File: src/rtl/irq_pkg.sv
package irq_pkg;

  // Drive request towards the open-drain interrupt pad.
  typedef enum logic {
    IRQ_RELEASE = 1'b0,
    IRQ_PULL    = 1'b1
  } irq_drive_e;

  localparam int unsigned IRQ_SRC_DEFAULT = 4;

endpackage

File: src/rtl/irq_edge_detect.sv
module irq_edge_detect #(
  parameter int unsigned N_SRC = 4
) (
  input  logic             clk,
  input  logic             rst_n,
  input  logic [N_SRC-1:0] lvl_i,
  input  logic [N_SRC-1:0] en_i,
  output logic [N_SRC-1:0] set_o,
  output logic [N_SRC-1:0] lvl_q_o
);

  logic [N_SRC-1:0] lvl_q;

  for (genvar g = 0; g < N_SRC; g++) begin : g_src
    logic rise;

    always_comb begin
      rise     = lvl_i[g] & ~lvl_q[g];
      set_o[g] = rise & en_i[g];
    end

    always_ff @(posedge clk or negedge rst_n) begin
      if (!rst_n) begin
        lvl_q[g] <= 1'b0;
      end else begin
        lvl_q[g] <= lvl_i[g];
      end
    end
  end

  assign lvl_q_o = lvl_q;

endmodule

File: src/rtl/irq_pend_reg.sv
module irq_pend_reg #(
  parameter int unsigned N_SRC = 4
) (
  input  logic             clk,
  input  logic             rst_n,
  input  logic [N_SRC-1:0] set_i,
  input  logic             rd_i,
  output logic [N_SRC-1:0] pend_o
);

  logic [N_SRC-1:0] pend_q;
  logic [N_SRC-1:0] pend_d;
  logic [N_SRC-1:0] clr_mask;
  logic             upd_en;

  always_comb begin
    clr_mask = rd_i ? pend_q : '0;
    // A fresh set takes priority over a clear in the same cycle.
    pend_d   = (pend_q & ~clr_mask) | set_i;
    upd_en   = rd_i | (|set_i);
  end

  always_ff @(posedge clk or negedge rst_n) begin
    if (!rst_n) begin
      pend_q <= '0;
    end else if (upd_en) begin
      pend_q <= pend_d;
    end
  end

  assign pend_o = pend_q;

endmodule

File: src/rtl/irq_read_port.sv
module irq_read_port #(
  parameter int unsigned N_SRC = 4
) (
  input  logic             clk,
  input  logic             rst_n,
  input  logic             rd_i,
  input  logic [N_SRC-1:0] pend_i,
  output logic [N_SRC-1:0] data_o
);

  logic [N_SRC-1:0] data_q;
  logic [N_SRC-1:0] data_d;

  always_comb begin
    data_d = pend_i;
  end

  always_ff @(posedge clk or negedge rst_n) begin
    if (!rst_n) begin
      data_q <= '0;
    end else if (rd_i) begin
      data_q <= data_d;
    end
  end

  assign data_o = data_q;

endmodule

File: src/rtl/irq_cor_reg.sv
module irq_cor_reg
  import irq_pkg::*;
#(
  parameter int unsigned N_SRC = IRQ_SRC_DEFAULT
) (
  input  logic             clk,
  input  logic             rst_n,
  input  logic [N_SRC-1:0] src_lvl_i,
  input  logic [N_SRC-1:0] src_en_i,
  input  logic             rd_i,
  output logic [N_SRC-1:0] rd_data_o,
  output logic [N_SRC-1:0] status_o,
  output logic             irq_oe_o,
  output logic             irq_n_o
);

  logic [N_SRC-1:0] set_mask;
  logic [N_SRC-1:0] pend_q;
  irq_drive_e       drive;

  irq_edge_detect #(.N_SRC(N_SRC)) u_edge (
    .clk     (clk),
    .rst_n   (rst_n),
    .lvl_i   (src_lvl_i),
    .en_i    (src_en_i),
    .set_o   (set_mask),
    .lvl_q_o (status_o)
  );

  irq_pend_reg #(.N_SRC(N_SRC)) u_pend (
    .clk    (clk),
    .rst_n  (rst_n),
    .set_i  (set_mask),
    .rd_i   (rd_i),
    .pend_o (pend_q)
  );

  irq_read_port #(.N_SRC(N_SRC)) u_rd (
    .clk    (clk),
    .rst_n  (rst_n),
    .rd_i   (rd_i),
    .pend_i (pend_q),
    .data_o (rd_data_o)
  );

  always_comb begin
    drive    = (|pend_q) ? IRQ_PULL : IRQ_RELEASE;
    irq_oe_o = (drive == IRQ_PULL);
    irq_n_o  = ~irq_oe_o;
  end

endmodule

File: config.mk
export PLATFORM = sky130hd
export DESIGN_NAME = irq_cor_reg
export DESIGN_NICKNAME = d
export VERILOG_FILES = /design/src/rtl/irq_pkg.sv /design/src/rtl/irq_edge_detect.sv /design/src/rtl/irq_pend_reg.sv /design/src/rtl/irq_read_port.sv /design/src/rtl/irq_cor_reg.sv
export SDC_FILE = /design/constraint.sdc
export NUM_CORES = 1
export LEC_CHECK = 0
export ABC_AREA = 1
export BUFFER_PORTS_ARGS = -buffer_cell sky130_fd_sc_hd__clkbuf_2
export CAP_MARGIN = 30
export CORE_AREA = 2 2 39 41
export DETAILED_ROUTE_END_ITERATION = 8
export DIE_AREA = 0 0 41 43
export PLACE_DENSITY = 0.71
export SLEW_MARGIN = 20
export SYNTH_ARGS = -nofsm -noshare
export SYNTH_HDL_FRONTEND = slang
export SYNTH_SLANG_ARGS = --single-unit
File: constraint.sdc
create_clock -name clk -period 0.8 [get_ports clk]
set_input_delay 0.16 -clock clk [delete_from_list [all_inputs] [get_ports clk]]
set_output_delay 0.16 -clock clk [all_outputs]
set_load 0.05 [all_outputs]
==> results of run 1 <==
[repair_timing]
| item | CTS | global route |
|---|---|---|
| gates resized for setup | 22 | 13 |
| gates cloned | 0 | 0 |
| pin swaps | 1 | 1 |
| buffers inserted | 1 | 2 |
| hold buffers | 1 | 0 |
| hold endpoints to repair | 12 | 0 |
| setup endpoints to repair | 10 | 11 |
[per-layer routing]
| metal | vias to the layer above | wire (um) | GRT usage | part of all wire |
|---|---|---|---|---|
| met5 | - | 0 | 0 | 0 |
| met4 | 0 | 0 | 0.0600 | 0 |
| met3 | 0 | 66 | 0.0471 | 0.062 |
| met2 | 15 | 614 | 0.288 | 0.57 |
| met1 | 195 | 387 | 0.136 | 0.36 |
| li1 | 206 | - | - | - |
[cell type report]
| type | count | area (um2) |
|---|---|---|
| clock buffer | 4 | 26.3 |
| fill | 115 | 596 |
| inverter | 9 | 33.8 |
| multi-input combinational | 29 | 140 |
| sequential | 12 | 310 |
| tap | 16 | 20.0 |
| timing repair buffer | 26 | 258 |
[state kept, by name (all words and copies together), names as in the netlist]
signal and flops:
u_edge.lvl_q_o 4, u_pend.pend_o 4, u_rd.data_o 4
[power groups by stage]
| stage | Sequential, uW | Combinational, uW | Clock [uW] |
|---|---|---|---|
| final | 699 | 484 | 382 |
| after global placement | 693 | 348 | 0 |
| after floorplan | 803 | 130 | 0 |
| after CTS | 689 | 448 | 395 |
| after detailed placement | 696 | 353 | 0 |
| after global routing | 704 | 517 | 428 |
[metrics by stage]
step / instances / area, um2 / TNS (ps) / worst slack [ps] / hold slack [ps]
after floorplan: 50 / 474 / -262 / -147 / -136
after global routing: 96 / 788 / -2830 / -501 / 1.29
after detailed placement: 89 / 617 / -421 / -230 / 61.9
final: 96 / 788 / -2440 / -449 / 10.9
after global placement: 89 / 617 / -384 / -211 / 59.7
after CTS: 95 / 762 / -2580 / -431 / 5.30
[kinds of logic after synthesis]
group / after synthesis / synth area share
and+or+nand+nor: 29 / 0.256
DFF: 12 / 0.669
buffers and inverters: 9 / 0.0752
[final timing paths]
| check | startpoint | to | slack (ps) | depth (start not counted) |
|---|---|---|---|---|
| worst max-delay path | u_pend.pend_o[1]$_DFFE_PN0P_ | irq_n_o | -450 | 4 |
| worst min-delay path | src_lvl_i[3] | u_edge.lvl_q_o[3]$_DFF_PN0_ | 10 | 1 |
| max in group asynchronous | rst_n | u_rd.data_o[2]$_DFFE_PN0P_ | 220 | 2 |
| worst min register to register | u_rd.data_o[2]$_DFFE_PN0P_ | u_rd.data_o[2]$_DFFE_PN0P_ | 510 | 2 |
| min in group asynchronous | rst_n | u_edge.lvl_q_o[3]$_DFF_PN0_ | 320 | 2 |
| worst max register to register | u_pend.pend_o[0]$_DFFE_PN0P_ | u_pend.pend_o[0]$_DFFE_PN0P_ | 20 | 3 |
[cell usage after synthesis]
library cell / number
inv_2: 1
nor2_1: 2
inv_1: 8
nand2_1: 22
dfrtp_1: 12
nand3_1: 5
[cells in the final DEF, fill, tap and decap left out, drive strengths merged]
cell type / Yosys / layout
buf: 0 / 14
clkbuf: 0 / 15
dfrtp: 12 / 12
dlygate4sd3: 0 / 1
inv: 9 / 9
nand2: 22 / 22
nand3: 5 / 5
nor2: 2 / 2
[critical path, cell delays in order, from the launching register on]
cell,delay [ps]
dfrtp_1,420
inv_1,90
nand2_2,70
nor2_4,100
buf_8,150
==> metrics.cfg, run 1 <==
[outcome]
status=finished, violations left
violations=negative setup slack

[global_route]
grt_pass1_wl_um=1790
track_usage=0.153
antenna_found_initial=0
grt_max_degree=13
first_global_vias=460
overflow=0

[floorplan]
std_cell_rows=14
die_w_um=41
core_area_um2=1380
die_h_um=43
initial_core_util=0.325
io_pins=21
die-area_um2=1760

[routing]
wirelength_um=1070
antenna_left=0
wl_per_cell_um=11.1
via_per_inst=4.33
drtIter0Drc=5
vias=416
drc=0
first_pass_iters=3

[job]
drv_cap=0

[logic_synthesis]
yosys.area.top_type=dfrtp_1
syn_inst=50
synth_nets=61
synth_top_area_share=0.669
yosysSeqAreaShare=0.669
ys_seq_elements=12
synth_cell_types=6
netlist_area_um2=449
synth.avg_cell_area_um2=8.98
ys_top_cells_by_area=dfrtp_1 67%, nand2_1 18%, inv_1 6.7%
yosysWarnings=0

[placed_design]
finalWeightedCongestion=0.619
io_buffer_count=20
dp_hpwl_um=733

[timing]
setup_viol=10
fmax_ghz=0.801
drv_slew=0
post-route-min-period_ps=1250
tightest_slew_ps=304
final.period_utilization=1.56
hold_viol_final=0
setup_ws_ps=-449
clock_skew_ps=7.95
rsz0062_at_grt=yes
relSlewSlack=0.797

[clocking]
clock_latency_ps=260
path_clk_slew_ps=80
cts_buffers=3
cts_buffer_depth=2
cts_num_sinks=12
cts-root-buf=clkbuf_4
cts_max_level=1
cts_tree=built

[power]
net-switching-power_uw=506
p_int_uw=1060
peakVddDrop_uv=651
p_per_area_nw_per_um2=1980
sw_frac_of_total=0.323
power_uw=1560
clockPowerShare=0.244
sequentialPowerShare=0.447
pwr-share-comb=0.309
leakagePower_uw=0.000427

[cells_and_area]
antennaDiodeCount=0
fin_nets=92
layout-drive-gt1-share=0.588
area_growth_pct=75.5
fin_util=0.570

[min_path]
hold_path_class=in2reg

[setup_path]
cp-start-kind=flop
crit_required_ps=640
worstPathMaxFanout=4
critPathCaptureType=output pin
arrival_ps=1090
path_class=reg2out

Power figures use the tool's default switching activity.
==> run 2, diff against run 1 <==
Settings changed: TNS_END_PERCENT set to 5.
==> run 2 against run 1 <==
The run still ends with negative setup slack left. Design area is 1.9% higher. Sequential power is 1% lower. Sequential share of layout area is 2.0 points lower. Fmax is 1.8% lower. Largest power group unchanged. Clock-buffer cell count stayed put. Worst setup slack worse by 23 ps. Register-to-register slack worse by 100 ps. Hold slack worse by 1.4 ps. Via count is 1.9% lower. Core utilization is 1.1 points higher. First-iteration DRC count is 80% lower.
==> metrics.cfg, run 2 (same netlist as run 1, synthesis figures left out) <==
[routing]
wl_met3_um=65  ; was 66 um
routed.top_layer=met3  ; unchanged
wl_per_cell_um=10.3  ; was 11.1 um
drtIter0Drc=1  ; was 5
antenna_left=0  ; unchanged
wirelength_um=1020  ; was 1070 um
drc=0  ; unchanged
via_per_inst=4.12  ; was 4.33
vias=408  ; was 416
first_pass_iters=2  ; was 3
m1WireLength_um=433  ; was 387 um
met2_length_um=518  ; was 614 um

[timing]
drv_slew=0  ; unchanged
setup_viol=12  ; was 10
fmax_ghz=0.786  ; was 0.801 GHz
rsz0062_at_grt=yes  ; unchanged
hold_viol_final=0  ; unchanged
relSlewSlack=0.798  ; was 0.797
clock_skew_ps=1.00  ; was 7.95 ps
setup_ws_ps=-472  ; was -449 ps
tightest_slew_ps=303  ; was 304 ps
post-route-min-period_ps=1270  ; was 1250 ps
final.period_utilization=1.59  ; was 1.56

[clocking]
cts_num_sinks=12  ; unchanged
cts_buffers=3  ; unchanged
cts_max_level=1  ; unchanged
clock_latency_ps=270  ; was 260 ps
cts-root-buf=clkbuf_4  ; unchanged
path_clk_slew_ps=70  ; was 80 ps
cts_tree=built  ; unchanged
cts_buffer_depth=2  ; unchanged

[global_route]
grt_max_degree=13  ; unchanged
first_global_vias=392  ; was 460
antenna_found_initial=0  ; unchanged
track_usage=0.138  ; was 0.153
overflow=0  ; unchanged
grt_pass1_wl_um=1540  ; was 1790 um

[floorplan]
std_cell_rows=14  ; unchanged
die_h_um=43  ; unchanged
die-area_um2=1760  ; unchanged
io_pins=21  ; unchanged
initial_core_util=0.325  ; unchanged
die_w_um=41  ; unchanged
core_area_um2=1380  ; unchanged

[placed_design]
dp_hpwl_um=679  ; was 733 um
io_buffer_count=20  ; unchanged
post-place-ws_ps=-233  ; was -230 ps
finalWeightedCongestion=0.655  ; was 0.619

[setup_path]
cp-start-kind=flop  ; unchanged
path_delay_family=flip-flops  ; unchanged
arrival_ps=1110  ; was 1090 ps
worstPathMaxFanout=3  ; was 4
cp.buffers_inverters=2  ; unchanged
crit_slowest_cell=dfrtp_1  ; unchanged
cp_cell_sequence=inv_1, nand2_2, nor2_4, buf_8  ; unchanged
crit_required_ps=640  ; about the same
critPathMaxStageDelay_ps=410  ; was 420 ps
critPathCaptureType=output pin  ; unchanged
path_class=reg2out  ; unchanged

[min_path]
hold_path_class=in2reg  ; unchanged

[power]
leakagePower_uw=0.000451  ; was 0.000427 uW
peakVddDrop_uv=986  ; was 651 uV
power_uw=1650  ; was 1560 uW
p_per_area_nw_per_um2=2050  ; was 1980 nW/um2

[cells_and_area]
final_common_cell=nand2_1  ; unchanged
layout.cells.most_common_list=20 x nand2_1, 12 x dfrtp_1, 10 x clkbuf_2, 10 x buf_8, 6 x inv_1  ; was 18 x nand2_1, 10 x clkbuf_2, 9 x buf_8
layout-drive-gt1-share=0.446  ; was 0.588
antennaDiodeCount=0  ; unchanged
area_growth_pct=78.8  ; was 75.5%
fin_nets=95  ; was 92

[job]
drv_cap=0  ; unchanged

[outcome]
status=finished, violations left  ; unchanged
violations=negative setup slack  ; unchanged

run 2: layout make-up:
type	count	area [um2]
Fill cell	134	581
Sequential cell	12	300
Timing Repair Buffer	29	278
Multi-Input combinational cell	29	135
Clock buffer	4	36.3
Inverter	9	33.8
Tap cell	16	20.0
run 2: what timing repair did:
action                                 4_1_cts  5_1_grt
pin swaps                                    0        4
hold buffers                                 3        1
cloned                                       0        0
buffers inserted                             1        1
setup endpoints to repair                   10       12
gates resized for setup                     21       11
endpoints found under the hold margin       14        1
run 2: power by group:
| part | internal [uW] | switching [uW] | total [uW] |
|---|---|---|---|
| clock | 276 | 197 | 474 |
| combinational | 207 | 275 | 482 |
| sequential | 651 | 39.3 | 691 |
run 2: stage by stage:
stage	TNS (ps)	util	hold slack [ps]	cell area, um2	instances
floorplan	-815	-	-136	464	50
global placement	-381	0.439	60.9	607	89
detailed placement	-432	0.439	62.6	607	89
CTS	-2570	0.557	1.85	771	97
global route	-3100	0.580	0.428	803	99
finish	-2560	0.580	9.52	803	99
run 2: final timing paths:
path                                              startpoint                      endpoint  slack (ps)  cells past startpoint
min in group asynchronous                              rst_n  u_pend.pend_o[3]$_DFFE_PN0P_         310                      2
worst min-delay path                            src_lvl_i[3]   u_edge.lvl_q_o[3]$_DFF_PN0_          10                      1
max in group asynchronous                              rst_n    u_rd.data_o[2]$_DFFE_PN0P_         270                      2
worst max-delay path            u_pend.pend_o[0]$_DFFE_PN0P_                       irq_n_o        -470                      4
worst min register to register    u_rd.data_o[0]$_DFFE_PN0P_    u_rd.data_o[0]$_DFFE_PN0P_         520                      2
worst max register to register  u_pend.pend_o[0]$_DFFE_PN0P_  u_pend.pend_o[0]$_DFFE_PN0P_         -80                      4
run 2: layer usage:
| layer | track usage | vias up |
|---|---|---|
| met5 | 0 | - |
| met4 | 0.100 | 0 |
| met3 | 0.0471 | 0 |
| met2 | 0.206 | 15 |
| met1 | 0.154 | 178 |
| li1 | - | 215 |
